File: src/rtl/kpd_pkg.sv
package kpd_pkg;

  // Wide enough for any matrix up to 256 keys; modules slice down to CODE_W.
  localparam int KPD_CODE_MAX_W = 8;

  typedef logic [KPD_CODE_MAX_W-1:0] kpd_code_t;

  // Result of one complete scan: whether any key was seen and which one won.
  typedef struct packed {
    logic      hit;
    kpd_code_t code;
  } kpd_scan_t;

  localparam kpd_scan_t KPD_SCAN_NONE = '{hit: 1'b0, code: '0};

endpackage

File: src/rtl/kpd_timebase.sv
module kpd_timebase #(
  parameter int NCOLS       = 5,
  parameter int STEP_CYCLES = 16
) (
  input  logic             clk,
  input  logic             rst_n,
  output logic [NCOLS-1:0] cols_o,
  output logic [$clog2(NCOLS)-1:0] col_idx_o,
  output logic             step_end_o,
  output logic             scan_end_o
);

  localparam int COL_W = $clog2(NCOLS);
  localparam int SC_W  = $clog2(STEP_CYCLES);
  localparam logic [SC_W-1:0]  SC_LAST  = SC_W'(STEP_CYCLES - 1);
  localparam logic [COL_W-1:0] COL_LAST = COL_W'(NCOLS - 1);

  logic [SC_W-1:0]  sc_q, sc_d;
  logic [COL_W-1:0] col_q, col_d;
  logic             step_end;

  assign step_end = (sc_q == SC_LAST);

  // next-state
  always_comb begin
    sc_d  = sc_q;
    col_d = col_q;
    if (step_end) begin
      sc_d  = '0;
      col_d = (col_q == COL_LAST) ? '0 : col_q + 1'b1;
    end else begin
      sc_d  = sc_q + 1'b1;
    end
  end

  // registers
  always_ff @(posedge clk or negedge rst_n) begin
    if (!rst_n) begin
      sc_q  <= '0;
      col_q <= '0;
    end else begin
      sc_q  <= sc_d;
      col_q <= col_d;
    end
  end

  // one column low, the rest released high
  genvar gc;
  generate
    for (gc = 0; gc < NCOLS; gc++) begin : g_col
      assign cols_o[gc] = (col_q != COL_W'(gc));
    end
  endgenerate

  assign col_idx_o  = col_q;
  assign step_end_o = step_end;
  assign scan_end_o = step_end && (col_q == COL_LAST);

endmodule

File: src/rtl/kpd_sampler.sv
module kpd_sampler
  import kpd_pkg::*;
#(
  parameter int NCOLS = 5,
  parameter int NROWS = 3
) (
  input  logic                     clk,
  input  logic                     rst_n,
  input  logic [NROWS-1:0]         rows_i,
  input  logic [$clog2(NCOLS)-1:0] col_idx_i,
  input  logic                     step_end_i,
  input  logic                     scan_end_i,
  output kpd_scan_t                res_o,
  output logic                     res_stb_o
);

  localparam int ROW_W = (NROWS > 1) ? $clog2(NROWS) : 1;

  logic [NROWS-1:0] sy1_q, sy2_q;
  logic             row_hit;
  logic [ROW_W-1:0] row_sel;
  kpd_code_t        cur_code;
  kpd_scan_t        acc_q, acc_d, acc_next;

  // two-flop synchronizer on the asynchronous row lines (idle high)
  always_ff @(posedge clk or negedge rst_n) begin
    if (!rst_n) begin
      sy1_q <= '1;
      sy2_q <= '1;
    end else begin
      sy1_q <= rows_i;
      sy2_q <= sy1_q;
    end
  end

  // lowest pressed row in the active column
  always_comb begin
    row_hit = 1'b0;
    row_sel = '0;
    for (int r = NROWS - 1; r >= 0; r--) begin
      if (!sy2_q[r]) begin
        row_hit = 1'b1;
        row_sel = ROW_W'(r);
      end
    end
  end

  assign cur_code = row_hit
                  ? (kpd_code_t'(col_idx_i) * kpd_code_t'(NROWS) + kpd_code_t'(row_sel))
                  : '0;

  // first hit in scan order is kept for the rest of the scan
  always_comb begin
    if (acc_q.hit) acc_next = acc_q;
    else           acc_next = '{hit: row_hit, code: cur_code};
  end

  always_comb begin
    acc_d = acc_q;
    if (step_end_i) begin
      acc_d = scan_end_i ? KPD_SCAN_NONE : acc_next;
    end
  end

  always_ff @(posedge clk or negedge rst_n) begin
    if (!rst_n) acc_q <= KPD_SCAN_NONE;
    else        acc_q <= acc_d;
  end

  assign res_o     = acc_next;
  assign res_stb_o = scan_end_i;

endmodule

File: src/rtl/kpd_debounce.sv
module kpd_debounce
  import kpd_pkg::*;
#(
  parameter int DEB_SCANS = 3
) (
  input  logic      clk,
  input  logic      rst_n,
  input  kpd_scan_t res_i,
  input  logic      res_stb_i,
  output kpd_scan_t rep_o
);

  localparam int CNT_W = $clog2(DEB_SCANS + 1);
  localparam logic [CNT_W-1:0] CNT_FULL = CNT_W'(DEB_SCANS);

  kpd_scan_t        prev_q, prev_d;
  kpd_scan_t        rep_q, rep_d;
  logic [CNT_W-1:0] cnt_q, cnt_d;
  logic [CNT_W-1:0] new_cnt;
  logic             match;

  assign match = (res_i == prev_q);

  always_comb begin
    if (!match)                new_cnt = CNT_W'(1);
    else if (cnt_q == CNT_FULL) new_cnt = cnt_q;
    else                       new_cnt = cnt_q + 1'b1;
  end

  // next-state
  always_comb begin
    prev_d = prev_q;
    cnt_d  = cnt_q;
    rep_d  = rep_q;
    if (res_stb_i) begin
      prev_d = res_i;
      cnt_d  = new_cnt;
      if (new_cnt == CNT_FULL) rep_d = res_i;
    end
  end

  // registers
  always_ff @(posedge clk or negedge rst_n) begin
    if (!rst_n) begin
      prev_q <= KPD_SCAN_NONE;
      cnt_q  <= CNT_FULL;
      rep_q  <= KPD_SCAN_NONE;
    end else begin
      prev_q <= prev_d;
      cnt_q  <= cnt_d;
      rep_q  <= rep_d;
    end
  end

  assign rep_o = rep_q;

endmodule

File: src/rtl/kpd_kick.sv
module kpd_kick #(
  parameter int KICK_SCANS = 64
) (
  input  logic clk,
  input  logic rst_n,
  input  logic step_end_i,
  input  logic scan_end_i,
  input  logic pwr_off_req_i,
  output logic kick_o
);

  localparam int KC_W = (KICK_SCANS > 1) ? $clog2(KICK_SCANS) : 1;
  localparam logic [KC_W-1:0] KC_LAST = KC_W'(KICK_SCANS - 1);

  logic [KC_W-1:0] kc_q, kc_d;
  logic            off_q, off_d;
  logic            kick_q, kick_d;
  logic            fire;

  assign fire = scan_end_i && (kc_q == KC_LAST) && !(off_q || pwr_off_req_i);

  // next-state
  always_comb begin
    kc_d   = kc_q;
    off_d  = off_q || pwr_off_req_i;
    kick_d = kick_q;
    if (scan_end_i) begin
      kc_d = (kc_q == KC_LAST) ? '0 : kc_q + 1'b1;
    end
    if (fire)            kick_d = 1'b1;
    else if (step_end_i) kick_d = 1'b0;
  end

  // registers
  always_ff @(posedge clk or negedge rst_n) begin
    if (!rst_n) begin
      kc_q   <= '0;
      off_q  <= 1'b0;
      kick_q <= 1'b0;
    end else begin
      kc_q   <= kc_d;
      off_q  <= off_d;
      kick_q <= kick_d;
    end
  end

  assign kick_o = kick_q;

endmodule

File: src/rtl/kpd_wdog_scanner.sv
module kpd_wdog_scanner
  import kpd_pkg::*;
#(
  parameter int NCOLS       = 5,
  parameter int NROWS       = 3,
  parameter int STEP_CYCLES = 16,
  parameter int DEB_SCANS   = 3,
  parameter int KICK_SCANS  = 64,
  parameter int CODE_W      = $clog2(NCOLS * NROWS)
) (
  input  logic              clk,
  input  logic              rst_n,
  input  logic [NROWS-1:0]  rows_i,
  input  logic              pwr_off_req_i,
  input  logic              lights_bit_i,
  output logic [NCOLS-1:0]  cols_o,
  output logic [CODE_W-1:0] key_code_o,
  output logic              key_valid_o,
  output logic              kick_o,
  output logic              lights_o
);

  localparam int COL_W = $clog2(NCOLS);

  logic             rst_s1_q, rst_sync_n;
  logic [COL_W-1:0] col_idx;
  logic             step_end, scan_end;
  kpd_scan_t        scan_res, rep;
  logic             res_stb;
  logic             lights_q, lights_d;

  // asynchronous assert, synchronous release
  always_ff @(posedge clk or negedge rst_n) begin
    if (!rst_n) begin
      rst_s1_q   <= 1'b0;
      rst_sync_n <= 1'b0;
    end else begin
      rst_s1_q   <= 1'b1;
      rst_sync_n <= rst_s1_q;
    end
  end

  kpd_timebase #(.NCOLS(NCOLS), .STEP_CYCLES(STEP_CYCLES)) u_tb (
    .clk(clk), .rst_n(rst_sync_n), .cols_o(cols_o), .col_idx_o(col_idx),
    .step_end_o(step_end), .scan_end_o(scan_end)
  );

  kpd_sampler #(.NCOLS(NCOLS), .NROWS(NROWS)) u_smp (
    .clk(clk), .rst_n(rst_sync_n), .rows_i(rows_i), .col_idx_i(col_idx),
    .step_end_i(step_end), .scan_end_i(scan_end), .res_o(scan_res),
    .res_stb_o(res_stb)
  );

  kpd_debounce #(.DEB_SCANS(DEB_SCANS)) u_deb (
    .clk(clk), .rst_n(rst_sync_n), .res_i(scan_res), .res_stb_i(res_stb),
    .rep_o(rep)
  );

  kpd_kick #(.KICK_SCANS(KICK_SCANS)) u_kick (
    .clk(clk), .rst_n(rst_sync_n), .step_end_i(step_end),
    .scan_end_i(scan_end), .pwr_off_req_i(pwr_off_req_i), .kick_o(kick_o)
  );

  assign lights_d = lights_bit_i;

  always_ff @(posedge clk or negedge rst_sync_n) begin
    if (!rst_sync_n) lights_q <= 1'b0;
    else             lights_q <= lights_d;
  end

  assign lights_o    = lights_q;
  assign key_valid_o = rep.hit;
  assign key_code_o  = rep.code[CODE_W-1:0];

endmodule

File: config.mk
export PLATFORM = sky130hd
export DESIGN_NAME = kpd_wdog_scanner
export DESIGN_NICKNAME = d
export VERILOG_FILES = /design/src/rtl/kpd_pkg.sv /design/src/rtl/kpd_timebase.sv /design/src/rtl/kpd_sampler.sv /design/src/rtl/kpd_debounce.sv /design/src/rtl/kpd_kick.sv /design/src/rtl/kpd_wdog_scanner.sv
export SDC_FILE = /design/constraint.sdc
export NUM_CORES = 1
export LEC_CHECK = 0
export BUFFER_PORTS_ARGS = -buffer_cell sky130_fd_sc_hd__buf_4
export CORE_MARGIN = 2
export CORE_UTILIZATION = 55
export CTS_BUF_LIST = sky130_fd_sc_hd__clkbuf_4
export DETAILED_ROUTE_END_ITERATION = 8
export PLACE_DENSITY = 0.74
export SLEW_MARGIN = 20
export SYNTH_ARGS = -nofsm -noshare
export SYNTH_HDL_FRONTEND = slang
export SYNTH_HIERARCHICAL = 1
export SYNTH_SLANG_ARGS = --single-unit
File: constraint.sdc
create_clock -name clk -period 3.1 [get_ports clk]
set_input_delay 0.62 -clock clk [delete_from_list [all_inputs] [get_ports clk]]
set_output_delay 0.62 -clock clk [all_outputs]
set_load 0.005 [all_outputs]
## Word-level counts from Yosys, hierarchy flattened

Cells that the tools add are included.

| word-level totals | value |
|---|---|
| flip-flop bits (word level) | 49 |
| latch bits | 0 |
| RAM bits | 0 |
| ROM bits | 0 |
| input port bits | 7 |
| output and inout port bits | 12 |
| word-level logic and storage cells | 57 |
| memories kept | 0 |

| cells by class | value |
|---|---|
| add/subtract/negate cells | 5 |
| multipliers | 1 |
| divide/modulo/power cells | 0 |
| magnitude comparators | 0 |
| eq/ne operators | 10 |
| shift-type cells | 0 |
| multiplexer cells | 16 |
| bitwise operators | 0 |
| reductions and logical operators | 8 |

Operators with widths:

| kind | count |
|---|---|
| 2-to-1 mux 9 bit | 2 |
| 2-to-1 mux 2 bit | 5 |
| == test 9 bit | 1 |
| 2-to-1 mux 8 bit | 1 |
| adder 5 x 2 -> 6 bit | 1 |
| adder 6 x 1 -> 6 bit, second input constant | 1 |
| == test 6 bit, second input constant | 1 |
| 2-to-1 mux 6 bit | 1 |
| inequality test 3 x 2 -> 1 bit, second input constant | 2 |
| multiplier 3 x 2 -> 5 bit, second input constant | 1 |
| 2-to-1 mux 1 bit | 5 |
| adder 4 x 1 -> 4 bit, second input constant | 1 |
| == test 2 bit, second input constant | 2 |
| == test 4 bit, second input constant | 1 |
| 2-to-1 mux 4 bit | 1 |
| adder 3 x 1 -> 3 bit, second input constant | 1 |
| == test 3 bit, second input constant | 1 |
| logical AND 1 bit | 3 |
| 2-to-1 mux 3 bit | 1 |
| inequality test 3 x 1 -> 1 bit, second input constant | 1 |
| inequality test 3 bit, second input constant | 1 |
| nonzero test 3 bit | 1 |
| adder 2 x 1 -> 2 bit, second input constant | 1 |
| AND reduction 2 bit | 1 |
| other kinds (3) | 3 |

## Depth between registers and ports, before layout

Gate-level depths: netlist of run 1.

| depth | value |
|---|---|
| depth in word-level cells | 10 |
| gate-level depth with buffers | 11 |

## By module

Netlist of run 1, hierarchy kept.

Modules (own cells, without submodules):

| module | times used | cells an instance | area an instance (sq um) | sequential area each (sq um) |
|---|---|---|---|---|
| kpd_debounce | 1 | 58 | 862.1 | 503.0 |
| kpd_sampler | 1 | 58 | 769.5 | 382.9 |
| kpd_timebase | 1 | 36 | 410.4 | 175.2 |
| kpd_kick | 1 | 32 | 352.8 | 200.2 |
| kpd_wdog_scanner | 1 | 4 | 78.8 | 75.1 |

## Worst setup path before layout of run 1

Ideal clock, no wire load.

| timing | value |
|---|---|
| path type | flip-flop to flip-flop |
| start | register u_smp.sy2_q[0] |
| end | register u_deb.rep_q, in the netlist u_deb/rep_o[0] |
| setup time | 0.125 ns |
| arrival | 3.175 ns |
| required time | 2.975 ns |
| slack | -0.200 ns |
| cell stages (with the launch flop) | 12 |
| clock period less this slack | 3.300 ns |
| cells stage by stage | dfstp_2 > nand2_1 > nor2_1 > fa_1 > ha_1 > fa_1 > xor2_1 > a22o_2 > xnor2_1 > nand4_1 > nor4_4 > mux2_2 |

RTL lines:

| item | line | text |
|---|---|---|
| from (decl) | kpd_sampler.sv:19 | `logic [NROWS-1:0] sy1_q, sy2_q;` |
| from (signal assigned) | kpd_sampler.sv:32 | `sy2_q <= sy1_q;` |
| to (signal assigned) | kpd_debounce.sv:51 | `rep_q <= rep_d;` |
| to (decl) | kpd_debounce.sv:17 | `kpd_scan_t rep_q, rep_d;` |

==> impl_metrics.tcl, run 1 <==
set metrics [dict create \
    worst_setup_path_end_kind "flop" \
    clock_power_share_pct 32.5 \
    ant_nets 0 \
    drt-total-wl_um 4050 \
    stdcell_count 268 \
    cts_buffer_depth 2 \
    grt_max_degree 48 \
    first_global_vias 1513 \
    combPwrFrac_pct 8.4 \
    numPortBuffers 18 \
    cap_violations 0 \
    seqPwrFrac_pct 59.1 \
    final_cell_area_um2 2760 \
    place_congestion 0.810 \
    rsz0062_at_grt "yes" \
    syn_nets 201 \
    synth_cells 180 \
    setup_slack_ps -108 \
    crit_path_start_kind "flop" \
    insertion_delay_ps 370 \
    die_w_um 69.1 \
    overflow 0 \
    drive_above_1_share_pct 44.5 \
    io_pins 19 \
    drt_iter0_markers 112 \
    crit_type "flop to flop" \
    switching_share_pct 23.3 \
    violations "setup timing" \
    first_pass_iters 4 \
    grt_pass1_wl_um 6770 \
    place_hpwl_um 2820 \
    diodes 0 \
    p_int_mw 0.889 \
    cts_made_buffers 5 \
    route.detailed.drc 0 \
    period_minus_slack_ps 3210 \
    p_leak_nw 1.29 \
    antenna_found_initial 0 \
    vias_per_cell 5.50 \
    design.core.area_um2 4030 \
    worstRegToRegCells 11 \
    cp.required_ps 3370 \
    avgSynthCellArea_um2 12.9 \
    post-route-period-util_pct 103 \
    outcome "complete, but fails checks" \
    fmax_ghz 0.312 \
    m1WireLength_um 1860 \
    ir_worst_vdd_uv 359 \
    cp_max_fo 5 \
    die_y_um 69.1 \
    tightestPinTransition_ps 967 \
    fin_worst_skew_ps 11.9 \
    num_rows 23 \
    vias 1474 \
    hold_path.class "input pin to flop" \
    place_area_um2 2570 \
    cts.htree.levels 2 \
    routed-wl-met3_um 128 \
    final_common_cell "dfrtp_1" \
    nets 238 \
    slew_viol_final 0 \
    wl_per_cell_um 15.1 \
    clock-sinks 49 \
    dieArea_um2 4770 \
    grt_util_all_layers_pct 17.9 \
    wl_met2_um 2000 \
    syn2layout_area_growth_pct 18.6 \
    finalSetupViolations 7 \
    mostFrequentLayoutCells "40 x dfrtp_1, 32 x buf_4, 13 x nand2_1" \
    yosys_warnings 6 \
    crit_arrival_ps 3480 \
    cellPowerDensity_nw_per_um2 419 \
    tritoncts "done" \
    top_layer "met4" \
    power.switching_mw 0.270 \
    cts_root_buf "clkbuf_4" \
    final_util_pct 68.6 \
    placed_cells 253 \
    synth_area_um2 2330 \
    relSlewSlack_pct 35.5 \
    start_util_pct 57.8 \
    hold_viol_final 0 \
    holdPathStages 1 \
    finalPower_mw 1.16 \
    clk_pin_slew_ps 140 \
]
==> per-layer routing <==
metal  vias up  track usage [%]
li1        697                -
met1       746             22.5
met2        24             29.2
met3         7             5.26
met4         0             6.75
met5         -                0
==> sequential cells by signal, summed over array words and instances, names as in the netlist, 2 cells and up <==
name and count:
u_kick/kc_q 6, u_tb/col_idx_o 3, u_deb/prev_q 9, u_smp/sy2_q 3
u_deb/cnt_q 2, u_tb/sc_q 4, u_smp/acc_q 9, u_deb/rep_o 5
u_smp/sy1_q 3
==> power groups by stage <==
stage / logic (mW) / registers (mW) / clock network, mW
finish: 0.0970 / 0.685 / 0.377
global route: 0.106 / 0.692 / 0.416
CTS: 0.0933 / 0.686 / 0.388
detailed placement: 0.0911 / 0.698 / 0
global placement: 0.0896 / 0.695 / 0
floorplan: 0.0676 / 0.692 / 0
==> per-stage QoR <==
| step | hold WS, ps | setup slack [ps] | TNS [ps] |
|---|---|---|---|
| final | 336 | -108 | -645 |
| after detailed placement | 349 | -155 | -716 |
| after global routing | 288 | -214 | -1330 |
| after floorplan | 324 | -17.9 | -71.5 |
| after CTS | 320 | -120 | -550 |
| after global placement | 345 | -56.7 | -238 |
==> worst max-delay path: stages, from the launching register on <==
cell	delay, ps
dfstp_2	560
nand2_2	50
nor2_2	100
fa_1	420
ha_2	220
fa_2	440
a22o_2	270
xnor2_1	170
nand4_1	210
nor4_4	200
buf_6	170
mux2_4	300
==> cell type report <==
cell class,count,area [um2]
tap,50,62.6
fill,293,1270
sequential,49,1240
timing repair buffer,34,262
clock inverter,3,46.3
clock buffer,5,37.5
inverter,12,45.0
multi-input combinational,115,1070
==> what timing repair did <==
action | 4_1_cts | 5_1_grt
hold buffers | 1 | 0
pin swaps | 4 | 14
setup buffers | 2 | 4
endpoints found under the setup margin | 7 | 7
hold endpoints to repair | 2 | 0
gates resized for setup | 1 | 13
==> final timing paths <==
| path | start | endpoint | slack (ps) |
|---|---|---|---|
| min in group asynchronous | rst_sync_n$_DFF_PN0_ | u_deb/prev_q[3]$_DFFE_PN0P_ | 430 |
| min | rows_i[2] | u_smp/sy1_q[2]$_DFF_PN1_ | 340 |
| max in group asynchronous | rst_sync_n$_DFF_PN0_ | u_tb/col_idx_o[0]$_DFFE_PN0N_ | 2050 |
| min reg2reg | u_smp/sy1_q[0]$_DFF_PN1_ | u_smp/sy2_q[0]$_DFF_PN1_ | 370 |
| max | u_smp/sy2_q[0]$_DFF_PN1_ | u_deb/rep_o[3]$_DFFE_PN0P_ | -110 |
| max reg2reg | u_smp/sy2_q[0]$_DFF_PN1_ | u_deb/rep_o[3]$_DFFE_PN0P_ | -110 |
Note: power is estimated with default switching activity, not from simulation.
==> run 2, diff against run 1 <==
--- a/config.mk
+++ b/config.mk
@@ -5,6 +5,7 @@
 export SDC_FILE = /design/constraint.sdc
 export NUM_CORES = 1
 export LEC_CHECK = 0
+export ABC_CLOCK_PERIOD_IN_PS = 3020
 export BUFFER_PORTS_ARGS = -buffer_cell sky130_fd_sc_hd__buf_4
 export CORE_MARGIN = 2
 export CORE_UTILIZATION = 55
==> constraint.sdc (replaced) <==
create_clock -name clk -period 3.02 [get_ports clk]
set_input_delay 0.453 -clock clk [delete_from_list [all_inputs] [get_ports clk]]
set_output_delay 0.453 -clock clk [all_outputs]
set_load 0.005 [all_outputs]
==> run 2 against run 1 <==
  * Highest routed layer unchanged
  * Die area stayed put
  * The run still ends with setup timing left
  * Flip-flop and latch count stayed put
  * Sequential power is 2% higher
  * Maximum frequency is 0.84% higher
  * Worst setup slack worse by 53 ps
  * Final cell count stayed put
  * Critical path type unchanged
  * Clock-buffer cell count is 1 higher
  * Combinational power is 20% higher
  * First-iteration DRC count is 26% lower
==> impl_metrics.tcl, run 2 (synthesized netlist as in run 1, its figures left out) <==
set metrics [dict create \
    outcome "complete, but fails checks" \
    violations "setup timing" \
    multi_input_area_um2 1050 \
    insertion_delay_ps 370 \
    rr_endpoint "u_deb/rep_o[8]$_DFFE_PN0P_" \
    first_pass_iters 4 \
    antenna_found_initial 0 \
    setup_slack_ps -161 \
    cts_root_buf "clkbuf_4" \
    ir_worst_vdd_uv 349 \
    wl_per_cell_um 15.3 \
    top_layer "met4" \
    rsz0062_at_grt "yes" \
    clock-sinks 49 \
    die_w_um 69.1 \
    routed-wl-met3_um 112 \
    worst_setup_path_end_kind "flop" \
    fmax_ghz 0.314 \
    place_congestion 0.769 \
    period_minus_slack_ps 3180 \
    relSlewSlack_pct 60.0 \
    final_common_cell "dfrtp_1" \
    die_y_um 69.1 \
    whs_ps 181 \
    drive_above_1_share_pct 42.2 \
    cts_made_buffers 5 \
    tritoncts "done" \
    drt_iter0_markers 83 \
    finalSetupViolations 7 \
    cap_violations 0 \
    first_global_vias 1553 \
    place_hpwl_um 2850 \
    cellPowerDensity_nw_per_um2 408 \
    crit_path_start_kind "flop" \
    start_util_pct 57.8 \
    hold_start "lights_bit_i" \
    ff2ff_setup_slack_ps -160 \
    p_leak_nw 1.28 \
    crit_type "flop to flop" \
    cp_max_fo 5 \
    design.core.area_um2 4030 \
    fill_cells 294 \
    post-route-period-util_pct 105 \
    worstRegToRegCells 12 \
    route.detailed.drc 0 \
    grt_pass1_wl_um 7000 \
    slew_viol_final 0 \
    holdPathStages 1 \
    nets 238 \
    critical_path.cell_chain "nand2_2 > nor2_4 > fa_1 > ha_2 > fa_2 > xor2_1 > a22o_2 > xnor2_2 > nand4_1 > nor4_4 > buf_6 > mux2_2" \
    vias 1478 \
    ant_nets 0 \
    wl_met2_um 2040 \
    cp.required_ps 3290 \
    hold_path.class "input pin to flop" \
    crit_arrival_ps 3450 \
    hold_viol_final 0 \
    cts_buffer_depth 2 \
    r2r_start "u_smp/sy2_q[0]$_DFF_PN1_" \
    holdPathEnd "lights_o$_DFF_PN0_" \
    num_rows 23 \
    numPortBuffers 18 \
    vias_per_cell 5.51 \
    diodes 0 \
    placed_cells 254 \
    grt_max_degree 48 \
    tightestPinTransition_ps 600 \
    fin_worst_skew_ps 10.2 \
    grt_util_all_layers_pct 18.4 \
    drt-total-wl_um 4100 \
    stdcell_count 268 \
    seqCellArea_um2 1240 \
    mostFrequentLayoutCells "40 x dfrtp_1, 31 x buf_4, 13 x nand2_1" \
    syn2layout_area_growth_pct 17.2 \
    cts.htree.levels 2 \
    reg_top3 "u_deb/prev_q x9, u_smp/acc_q x9, u_kick/kc_q x6" \
    slowest_stage "dfstp_2" \
    io_pins 19 \
    clk_pin_slew_ps 130 \
    dieArea_um2 4770 \
    m1WireLength_um 1870 \
    overflow 0 \
    cp_slowest_stage_delay_ps 560 \
]
run 2: changes by cell type in the layout (fill, tap and decap cells not counted), moves of 2 or more:
cell,delta
mux2_2,+2
a21oi_2,-2
mux2_4,-2
a21oi_1,+2
run 2: final cells by class:
cell class	instances	share of cell area (%)
sequential	49	45.3
inverter	12	1.65
timing repair buffer	34	10.3
tap	50	2.29
multi-input combinational	115	38.4
clock inverter	2	0.412
clock buffer	6	1.65
run 2: how the worst max path moves through the flow:
stage | startpoint | to | slack [ps] | cells after the start
final | u_smp/sy2_q[0]$_DFF_PN1_ | u_deb/rep_o[8]$_DFFE_PN0P_ | -160 | 12
after global routing | u_smp/sy2_q[1]$_DFF_PN1_ | u_deb/rep_o[8]$_DFFE_PN0P_ | -250 | 12
after CTS | u_smp/sy2_q[0]$_DFF_PN1_ | u_deb/rep_o[8]$_DFFE_PN0P_ | -180 | 12
after detailed placement | u_smp/sy2_q[0]$_DFF_PN1_ | u_deb/rep_o[0]$_DFFE_PN0P_ | -230 | 11
after global placement | u_smp/sy2_q[0]$_DFF_PN1_ | u_deb/rep_o[2]$_DFFE_PN0P_ | -140 | 11
after floorplan | u_smp/sy2_q[0]$_DFF_PN1_ | u_deb/rep_o[0]$_DFFE_PN0P_ | -100 | 11
run 2: power by group:
group	total, mW	switching, mW	internal [mW]
logic	0.116	0.0485	0.0676
registers	0.699	0.0196	0.680
clock network	0.298	0.201	0.0978
total	1.11	0.269	0.845
run 2: stage by stage:
step           utilization [%]  setup WS (ps)  setup TNS (ps)  power [mW]  instance area, um2
4_1_cts                   66.7           -180            -878        1.12                2690
5_1_grt                   67.8           -249           -1430        1.17                2730
3_3_place_gp              64.0           -135            -681       0.811                2580
2_1_floorplan                -          -97.9            -465       0.779                2340
6_report                  67.8           -161            -862        1.11                2730
3_5_place_dp              64.0           -226           -1260       0.814                2580
run 2: layer usage:
layer	up-vias	global-route usage (%)
met5	-	0
met4	0	7.84
met3	8	3.65
met2	20	31.1
met1	755	23.0
li1	695	-
run 2: critical path, delay by kind of cell, from the launching register on:
kind                     cells  cell delay [ps]
flip-flops                   1              560
XOR/XNOR                     2              300
buffers and inverters        1              160
multiplexers                 1              320
adder cells (fa/ha/maj)      3              950
AND/OR/NAND/NOR              4              540
AO/OA/AOI/OAI                1              250
run 2: repair_timing:
action,4_1_cts,5_1_grt
buffers inserted,3,1
hold endpoints to repair,2,0
endpoints found under the setup margin,7,7
hold buffers,1,0
pin swaps,6,2
resized for setup,5,3
